==> src/rtl/bus_req_pkg.sv <==
package bus_req_pkg;

  typedef enum logic [1:0] {
    ST_IDLE = 2'd0,
    ST_REQ  = 2'd1,
    ST_WAIT = 2'd2,
    ST_OWN  = 2'd3
  } req_state_t;

  // Anything that makes the board want the bus.
  function automatic logic req_trigger(
    input logic prog, input logic data, input logic iack, input logic remote,
    input logic wantbus, input logic rmw_local, input logic rmw_wait);
    return (remote & (prog | data | iack)) | wantbus | (rmw_local & rmw_wait);
  endfunction

  // Anything that makes the board keep the bus once it owns it.
  function automatic logic hold_cond(
    input logic cyc_active, input logic rel_done, input logic others_any,
    input logic keep, input logic wantbus, input logic rmw_remote,
    input logic rmw_local, input logic rmw_wait);
    return cyc_active | (~rel_done & ~others_any) | keep | wantbus |
           rmw_remote | (rmw_local & rmw_wait);
  endfunction

endpackage

==> src/rtl/bus_req_sync.sv <==
module bus_req_sync #(
  parameter int W      = 1,
  parameter int STAGES = 2
) (
  input  logic         clk,
  input  logic         rst_n,
  input  logic [W-1:0] d_i,
  output logic [W-1:0] q_o
);

  logic [W-1:0] pipe [STAGES];

  always_ff @(posedge clk) begin
    if (!rst_n) pipe[0] <= '0;
    else        pipe[0] <= d_i;
  end

  for (genvar s = 1; s < STAGES; s++) begin : g_stage
    always_ff @(posedge clk) begin
      if (!rst_n) pipe[s] <= '0;
      else        pipe[s] <= pipe[s-1];
    end
  end

  assign q_o = pipe[STAGES-1];

endmodule

==> src/rtl/bus_req_cond.sv <==
module bus_req_cond #(
  parameter int NLEV = 4
) (
  input  logic            cyc_prog_i,
  input  logic            cyc_data_i,
  input  logic            cyc_iack_i,
  input  logic            cyc_remote_i,
  input  logic            cyc_active_i,
  input  logic            rmw_remote_i,
  input  logic            rmw_local_i,
  input  logic            ctl_wantbus_i,
  input  logic            ctl_keep_i,
  input  logic            ctl_rel_done_i,
  input  logic            ctl_defer_i,
  input  logic            ctl_rmw_wait_i,
  input  logic [NLEV-1:0] others_s_i,
  output logic            trig_o,
  output logic            hold_o,
  output logic            defer_o
);
  import bus_req_pkg::*;

  logic others_any;
  assign others_any = |others_s_i;

  assign trig_o  = req_trigger(cyc_prog_i, cyc_data_i, cyc_iack_i, cyc_remote_i,
                               ctl_wantbus_i, rmw_local_i, ctl_rmw_wait_i);
  assign hold_o  = hold_cond(cyc_active_i, ctl_rel_done_i, others_any, ctl_keep_i,
                             ctl_wantbus_i, rmw_remote_i, rmw_local_i, ctl_rmw_wait_i);
  assign defer_o = ctl_defer_i & others_any;

endmodule

==> src/rtl/bus_req_fsm.sv <==
module bus_req_fsm #(
  parameter int NLEV = 4,
  localparam int LW  = $clog2(NLEV)
) (
  input  logic            clk,
  input  logic            rst_n,
  input  logic            trig_i,
  input  logic            hold_i,
  input  logic            defer_i,
  input  logic            grant_s_i,
  input  logic            busy_s_i,
  input  logic [LW-1:0]   level_i,
  output logic [NLEV-1:0] breq_o,
  output logic            bbsy_o,
  output logic            master_o
);
  import bus_req_pkg::*;

  req_state_t state_q, state_d;
  logic [LW-1:0] lvl_q;
  logic          start_w;
  logic          requesting;

  assign start_w = trig_i & ~defer_i;

  always_comb begin
    state_d = state_q;
    unique case (state_q)
      ST_IDLE: if (start_w)   state_d = ST_REQ;
      ST_REQ:  if (grant_s_i) state_d = busy_s_i ? ST_WAIT : ST_OWN;
      ST_WAIT: if (!busy_s_i) state_d = ST_OWN;
      ST_OWN:  if (!hold_i)   state_d = ST_IDLE;
      default:                state_d = ST_IDLE;
    endcase
  end

  always_ff @(posedge clk) begin
    if (!rst_n) begin
      state_q <= ST_IDLE;
      lvl_q   <= '0;
    end else begin
      state_q <= state_d;
      if (state_q == ST_IDLE && start_w) lvl_q <= level_i;
    end
  end

  assign requesting = (state_q == ST_REQ) || (state_q == ST_WAIT);

  for (genvar i = 0; i < NLEV; i++) begin : g_lvl
    assign breq_o[i] = requesting && (lvl_q == LW'(i));
  end

  assign bbsy_o   = (state_q == ST_OWN);
  assign master_o = (state_q == ST_OWN);

endmodule

==> src/rtl/bus_requester.sv <==
module bus_requester #(
  parameter int NLEV    = 4,
  parameter int SYNC_FF = 2,
  localparam int LW     = $clog2(NLEV)
) (
  input  logic            clk,
  input  logic            rst_n,
  input  logic            cyc_prog_i,
  input  logic            cyc_data_i,
  input  logic            cyc_iack_i,
  input  logic            cyc_remote_i,
  input  logic            cyc_active_i,
  input  logic            rmw_remote_i,
  input  logic            rmw_local_i,
  input  logic            ctl_wantbus_i,
  input  logic            ctl_keep_i,
  input  logic            ctl_rel_done_i,
  input  logic            ctl_defer_i,
  input  logic            ctl_rmw_wait_i,
  input  logic [LW-1:0]   ctl_level_i,
  input  logic [NLEV-1:0] others_req_i,
  input  logic            grant_i,
  input  logic            busy_i,
  output logic [NLEV-1:0] breq_o,
  output logic            bbsy_o,
  output logic            master_o
);

  localparam int SW = NLEV + 2;

  logic [SW-1:0]   async_w, sync_w;
  logic [NLEV-1:0] others_s;
  logic            grant_s, busy_s;
  logic            trig_w, hold_w, defer_w;

  assign async_w = {others_req_i, grant_i, busy_i};
  assign {others_s, grant_s, busy_s} = sync_w;

  bus_req_sync #(.W(SW), .STAGES(SYNC_FF)) u_sync (
    .clk   (clk),
    .rst_n (rst_n),
    .d_i   (async_w),
    .q_o   (sync_w)
  );

  bus_req_cond #(.NLEV(NLEV)) u_cond (
    .cyc_prog_i     (cyc_prog_i),
    .cyc_data_i     (cyc_data_i),
    .cyc_iack_i     (cyc_iack_i),
    .cyc_remote_i   (cyc_remote_i),
    .cyc_active_i   (cyc_active_i),
    .rmw_remote_i   (rmw_remote_i),
    .rmw_local_i    (rmw_local_i),
    .ctl_wantbus_i  (ctl_wantbus_i),
    .ctl_keep_i     (ctl_keep_i),
    .ctl_rel_done_i (ctl_rel_done_i),
    .ctl_defer_i    (ctl_defer_i),
    .ctl_rmw_wait_i (ctl_rmw_wait_i),
    .others_s_i     (others_s),
    .trig_o         (trig_w),
    .hold_o         (hold_w),
    .defer_o        (defer_w)
  );

  bus_req_fsm #(.NLEV(NLEV)) u_fsm (
    .clk       (clk),
    .rst_n     (rst_n),
    .trig_i    (trig_w),
    .hold_i    (hold_w),
    .defer_i   (defer_w),
    .grant_s_i (grant_s),
    .busy_s_i  (busy_s),
    .level_i   (ctl_level_i),
    .breq_o    (breq_o),
    .bbsy_o    (bbsy_o),
    .master_o  (master_o)
  );

endmodule

==> config.mk <==
export PLATFORM = sky130hd
export DESIGN_NAME = bus_requester
export DESIGN_NICKNAME = d
export VERILOG_FILES = /design/src/rtl/bus_req_pkg.sv /design/src/rtl/bus_req_sync.sv /design/src/rtl/bus_req_cond.sv /design/src/rtl/bus_req_fsm.sv /design/src/rtl/bus_requester.sv
export SDC_FILE = /design/constraint.sdc
export NUM_CORES = 1
export LEC_CHECK = 0
export BUFFER_PORTS_ARGS = -buffer_cell sky130_fd_sc_hd__buf_2
export CAP_MARGIN = 20
export CORE_MARGIN = 2
export CORE_UTILIZATION = 45
export CTS_CLUSTER_SIZE = 12
export DETAILED_ROUTE_END_ITERATION = 7
export GPL_ROUTABILITY_DRIVEN = 0
export PLACE_DENSITY_LB_ADDON = 0.12
export SETUP_SLACK_MARGIN = 0.05
export SLEW_MARGIN = 20
export SYNTH_ARGS = -nofsm -noshare
export SYNTH_HDL_FRONTEND = slang
export SYNTH_SLANG_ARGS = --single-unit
==> constraint.sdc <==
create_clock -name clk -period 1.8 [get_ports clk]
set_input_delay 0.18 -clock clk [delete_from_list [all_inputs] [get_ports clk]]
set_output_delay 0.18 -clock clk [all_outputs]
set_load 0.02 [all_outputs]
==> metrics.md <==
| Metric | Value |
|---|---|
| Tcrit/Tclk final | `0.888` |
| Number of max-cap violations | `0` |
| Longest Clk Path Bufs | `2` |
| Internal power | `0.659 mW` |
| Worst hold path class | `in -> reg` |
| # nets final | `121` |
| Dpl hpwl | `837 µm` |
| Via count | `525` |
| First-pass GRT wire length | `1920 µm` |
| Net Switching | `approximately 0.34 mW` |
| Crit Path Max Fanout | `5` |
| Seq/Total Area, Yosys | `0.474` |
| Gr usage total | `0.141` |
| Clk slew on worst S/H paths | `0.08 ns` |
| DRC violations left | `0` |
| Top cell type's share of synthesized area | `0.474` |
| Total clock sinks | `16` |
| Grt ovf | `0` |
| Max Slew Vio Count | `0` |
| Power density over the cells | `1180 nW/µm²` |
| H-tree depth | `1` |
| Drt first pass iters | `3` |
| Post-synth EDFFs | `0` |
| FMAX | `around 0.63 GHz` |
| M1 GR Usage | `0.163` |
| FFs w/ async S/R, synth | `0` |
| Layout Skew | `0.00537 ns` |
| CP arrival | `between 1 and 1.5 ns` |
| Area grow syn2layout | `24.8%` |
| Antenna diodes | `0` |
| Status | `complete, no violations` |
| Vias per cell | `a little under 5` |
| Postcts setup bufs | `0` |
| Gr busiest metal | `met2` |
| Synthesized cell area | `676 µm²` |
| CTS tree | `done` |
| Critical Path End Type | `output pin` |
| Final ANT Viol Nets | `0` |
| Ports | `28` |
| Leak | `0.419 nW` |
| Initial antenna violation count | `0` |
| VDD IR max | `560 µV` |
| Reg-to-Reg Start | `u_sync.pipe[1][3]` |
| Starting density of the core | `0.500` |
| Layout cell share with drive strength beyond 1 | `0.387` |
| Clock power frac | `0.176` |
| Worst skew pair latency | `0.28 ns` |
| Final setup TNS | `0 ns` |
| Post-Syn Nets | `just over 90` |
| Final Util | `0.625` |
| Post-synth cell types | `27` |
| WP data required | `1.62 ns` |
| Synth cell count leaders | `dfxtp_1, and2_1, ha_1, nand2_1` |
| WL/cell | `9.96 µm` |
| Min Tclk post-route | `about 1.6 ns` |
| FF+latch count, synth | `16` |
| Total of warnings raised by yosys | `0` |
| Kind of critical path | `reg -> out` |
| Initial DRC count | `3` |
| Synth Instances | `65` |
| Die ar. | `~1800 µm²` |
| Worst-Margin Slew | `0.371 ns` |
| # setup viols final | `0` |
| Max-Slew Margin vs Limit | `0.749` |
| RSZ-0062 raised after global routing | `false` |
| Rows | `13` |
| Met2 Usage GRT | `0.221` |
| Die width | `roughly 43 µm` |
| Core area | `1350 µm²` |
| Syn Area/Cell | `10.4 µm²` |
| Root buffer cell | `clkbuf_4` |
| Hold_sp | `busy_i` |
| Combinational fraction of design power | `0.381` |
| Largest cells by area after synthesis | `dfxtp_1, and2_1, ha_1` |
| Pin count of the biggest net entering global routing | `18` |
| Switching part of the total | `0.340` |
| Main synth FF type | `dfxtp_1` |
| Leading area contributor after synthesis | `dfxtp_1` |
| TritonCTS Buffers | `3` |
| PortBufs | `27` |
| Die height | `42.8 µm` |
| Vias in the first global route | `479` |
| Final Hold Viols | `0` |
| Crit path from | `u_fsm.state_q[0]` |
| Sequential power share | `0.443` |
| Most numerous cell in the Yosys netlist | `dfxtp_1` |
| Routed Wire Length | `~1100 µm` |
| Worst Setup Start Kind | `flop` |
| GR Layer Usage met3 | `0.0426` |
==> layer usage <==
| layer | part of all wire | vias up |
|---|---|---|
| met2 | 0.49 | 15 |
| met1 | 0.44 | 224 |
| li1 | - | 284 |
| met3 | 0.064 | 2 |
| met5 | 0 | - |
| met4 | 0.0056 | 0 |
==> power by group through the flow <==
| stage | Clock (mW) | Sequential, mW | Combinational, mW |
|---|---|---|---|
| finish | 0.176 | 0.442 | 0.381 |
| global route | 0.202 | 0.450 | 0.438 |
| floorplan | 0 | 0.435 | 0.299 |
| CTS | 0.181 | 0.438 | 0.386 |
| global placement | 0 | 0.443 | 0.381 |
| detailed placement | 0 | 0.446 | 0.384 |
==> kinds of logic after synthesis <==
group | share of synthesized area
DFF | 0.474
adders and majority gates | 0.0741
muxes | 0.0444
buffers and inverters | 0.0333
AOI/OAI and AO/OA | 0.159
and+or+nand+nor | 0.215
==> layout make-up <==
class,instances,area [µm²]
Clock buffer,3,22.5
Fill cell,116,507
Inverter,3,11.3
Multi-Input combinational cell,44,333
Sequential cell,16,323
Tap cell,15,18.8
Timing Repair Buffer,27,135
==> worst paths after layout <==
check / to / slack, ns / depth (start not counted)
setup / recovery: breq_o[0] / 0.20 / 4
hold / removal: u_sync.pipe[0][0] / 0.10 / 2
hold reg to reg: u_sync.pipe[1][3] / 0.44 / 1
setup reg to reg: u_fsm.state_q[0] / 0.31 / 4
==> flip-flops by register name, summed over array words and instances (netlist names) <==
register       flops
u_fsm.lvl_q        2
u_sync.pipe       12
u_fsm.state_q      2
==> placed cells by master, fill, tap and decap left out <==
cell / synthesis / routed
nand2_1: 4 / 4
a221oi_2: 1 / 1
clkbuf_4: 0 / 3
or4_4: 1 / 1
and3b_1: 1 / 1
a21oi_1: 2 / 2
nor2b_1: 2 / 2
and2_1: 12 / 12
buf_2: 0 / 27
and3_1: 1 / 1
nor2_1: 1 / 1
mux2i_1: 3 / 3
o211ai_1: 1 / 1
ha_1: 4 / 4
o211ai_2: 1 / 1
nor3b_1: 1 / 1
o41ai_1: 1 / 1
dfxtp_2: 0 / 2
o21ai_1: 1 / 1
o21ai_0: 1 / 1
o221a_1: 1 / 1
o31a_1: 1 / 1
dfxtp_1: 16 / 14
nor3_1: 1 / 1
inv_1: 3 / 3
a21o_2: 1 / 1
a21o_1: 1 / 1
o31ai_1: 1 / 1
==> critical path: stages, from the launching register on <==
cell	delay (ns)
dfxtp_2	0.36
inv_1	0.08
ha_1	0.34
nor3b_1	0.17
buf_2	0.19
==> metrics by stage <==
| step | hold slack [ns] | cell area [µm²] | setup slack (ns) | std cells | power (mW) |
|---|---|---|---|---|---|
| after floorplan | 0.302 | 676 | 0.320 | 65 | 0.734 |
| after global placement | 0.386 | 818 | 0.339 | 105 | 0.824 |
| after detailed placement | 0.391 | 818 | 0.325 | 105 | 0.830 |
| after CTS | 0.0955 | 841 | 0.124 | 108 | 1.01 |
| after global routing | 0.0990 | 843 | 0.0454 | 108 | 1.09 |
| final | 0.104 | 843 | 0.202 | 108 | 0.998 |
==> timing repair <==
item | 4_1_cts | 5_1_grt
resized for setup | 0 | 2
endpoints found under the setup margin | 0 | 1
hold buffers | 0 | 0
Power figures use the tool's default switching activity.
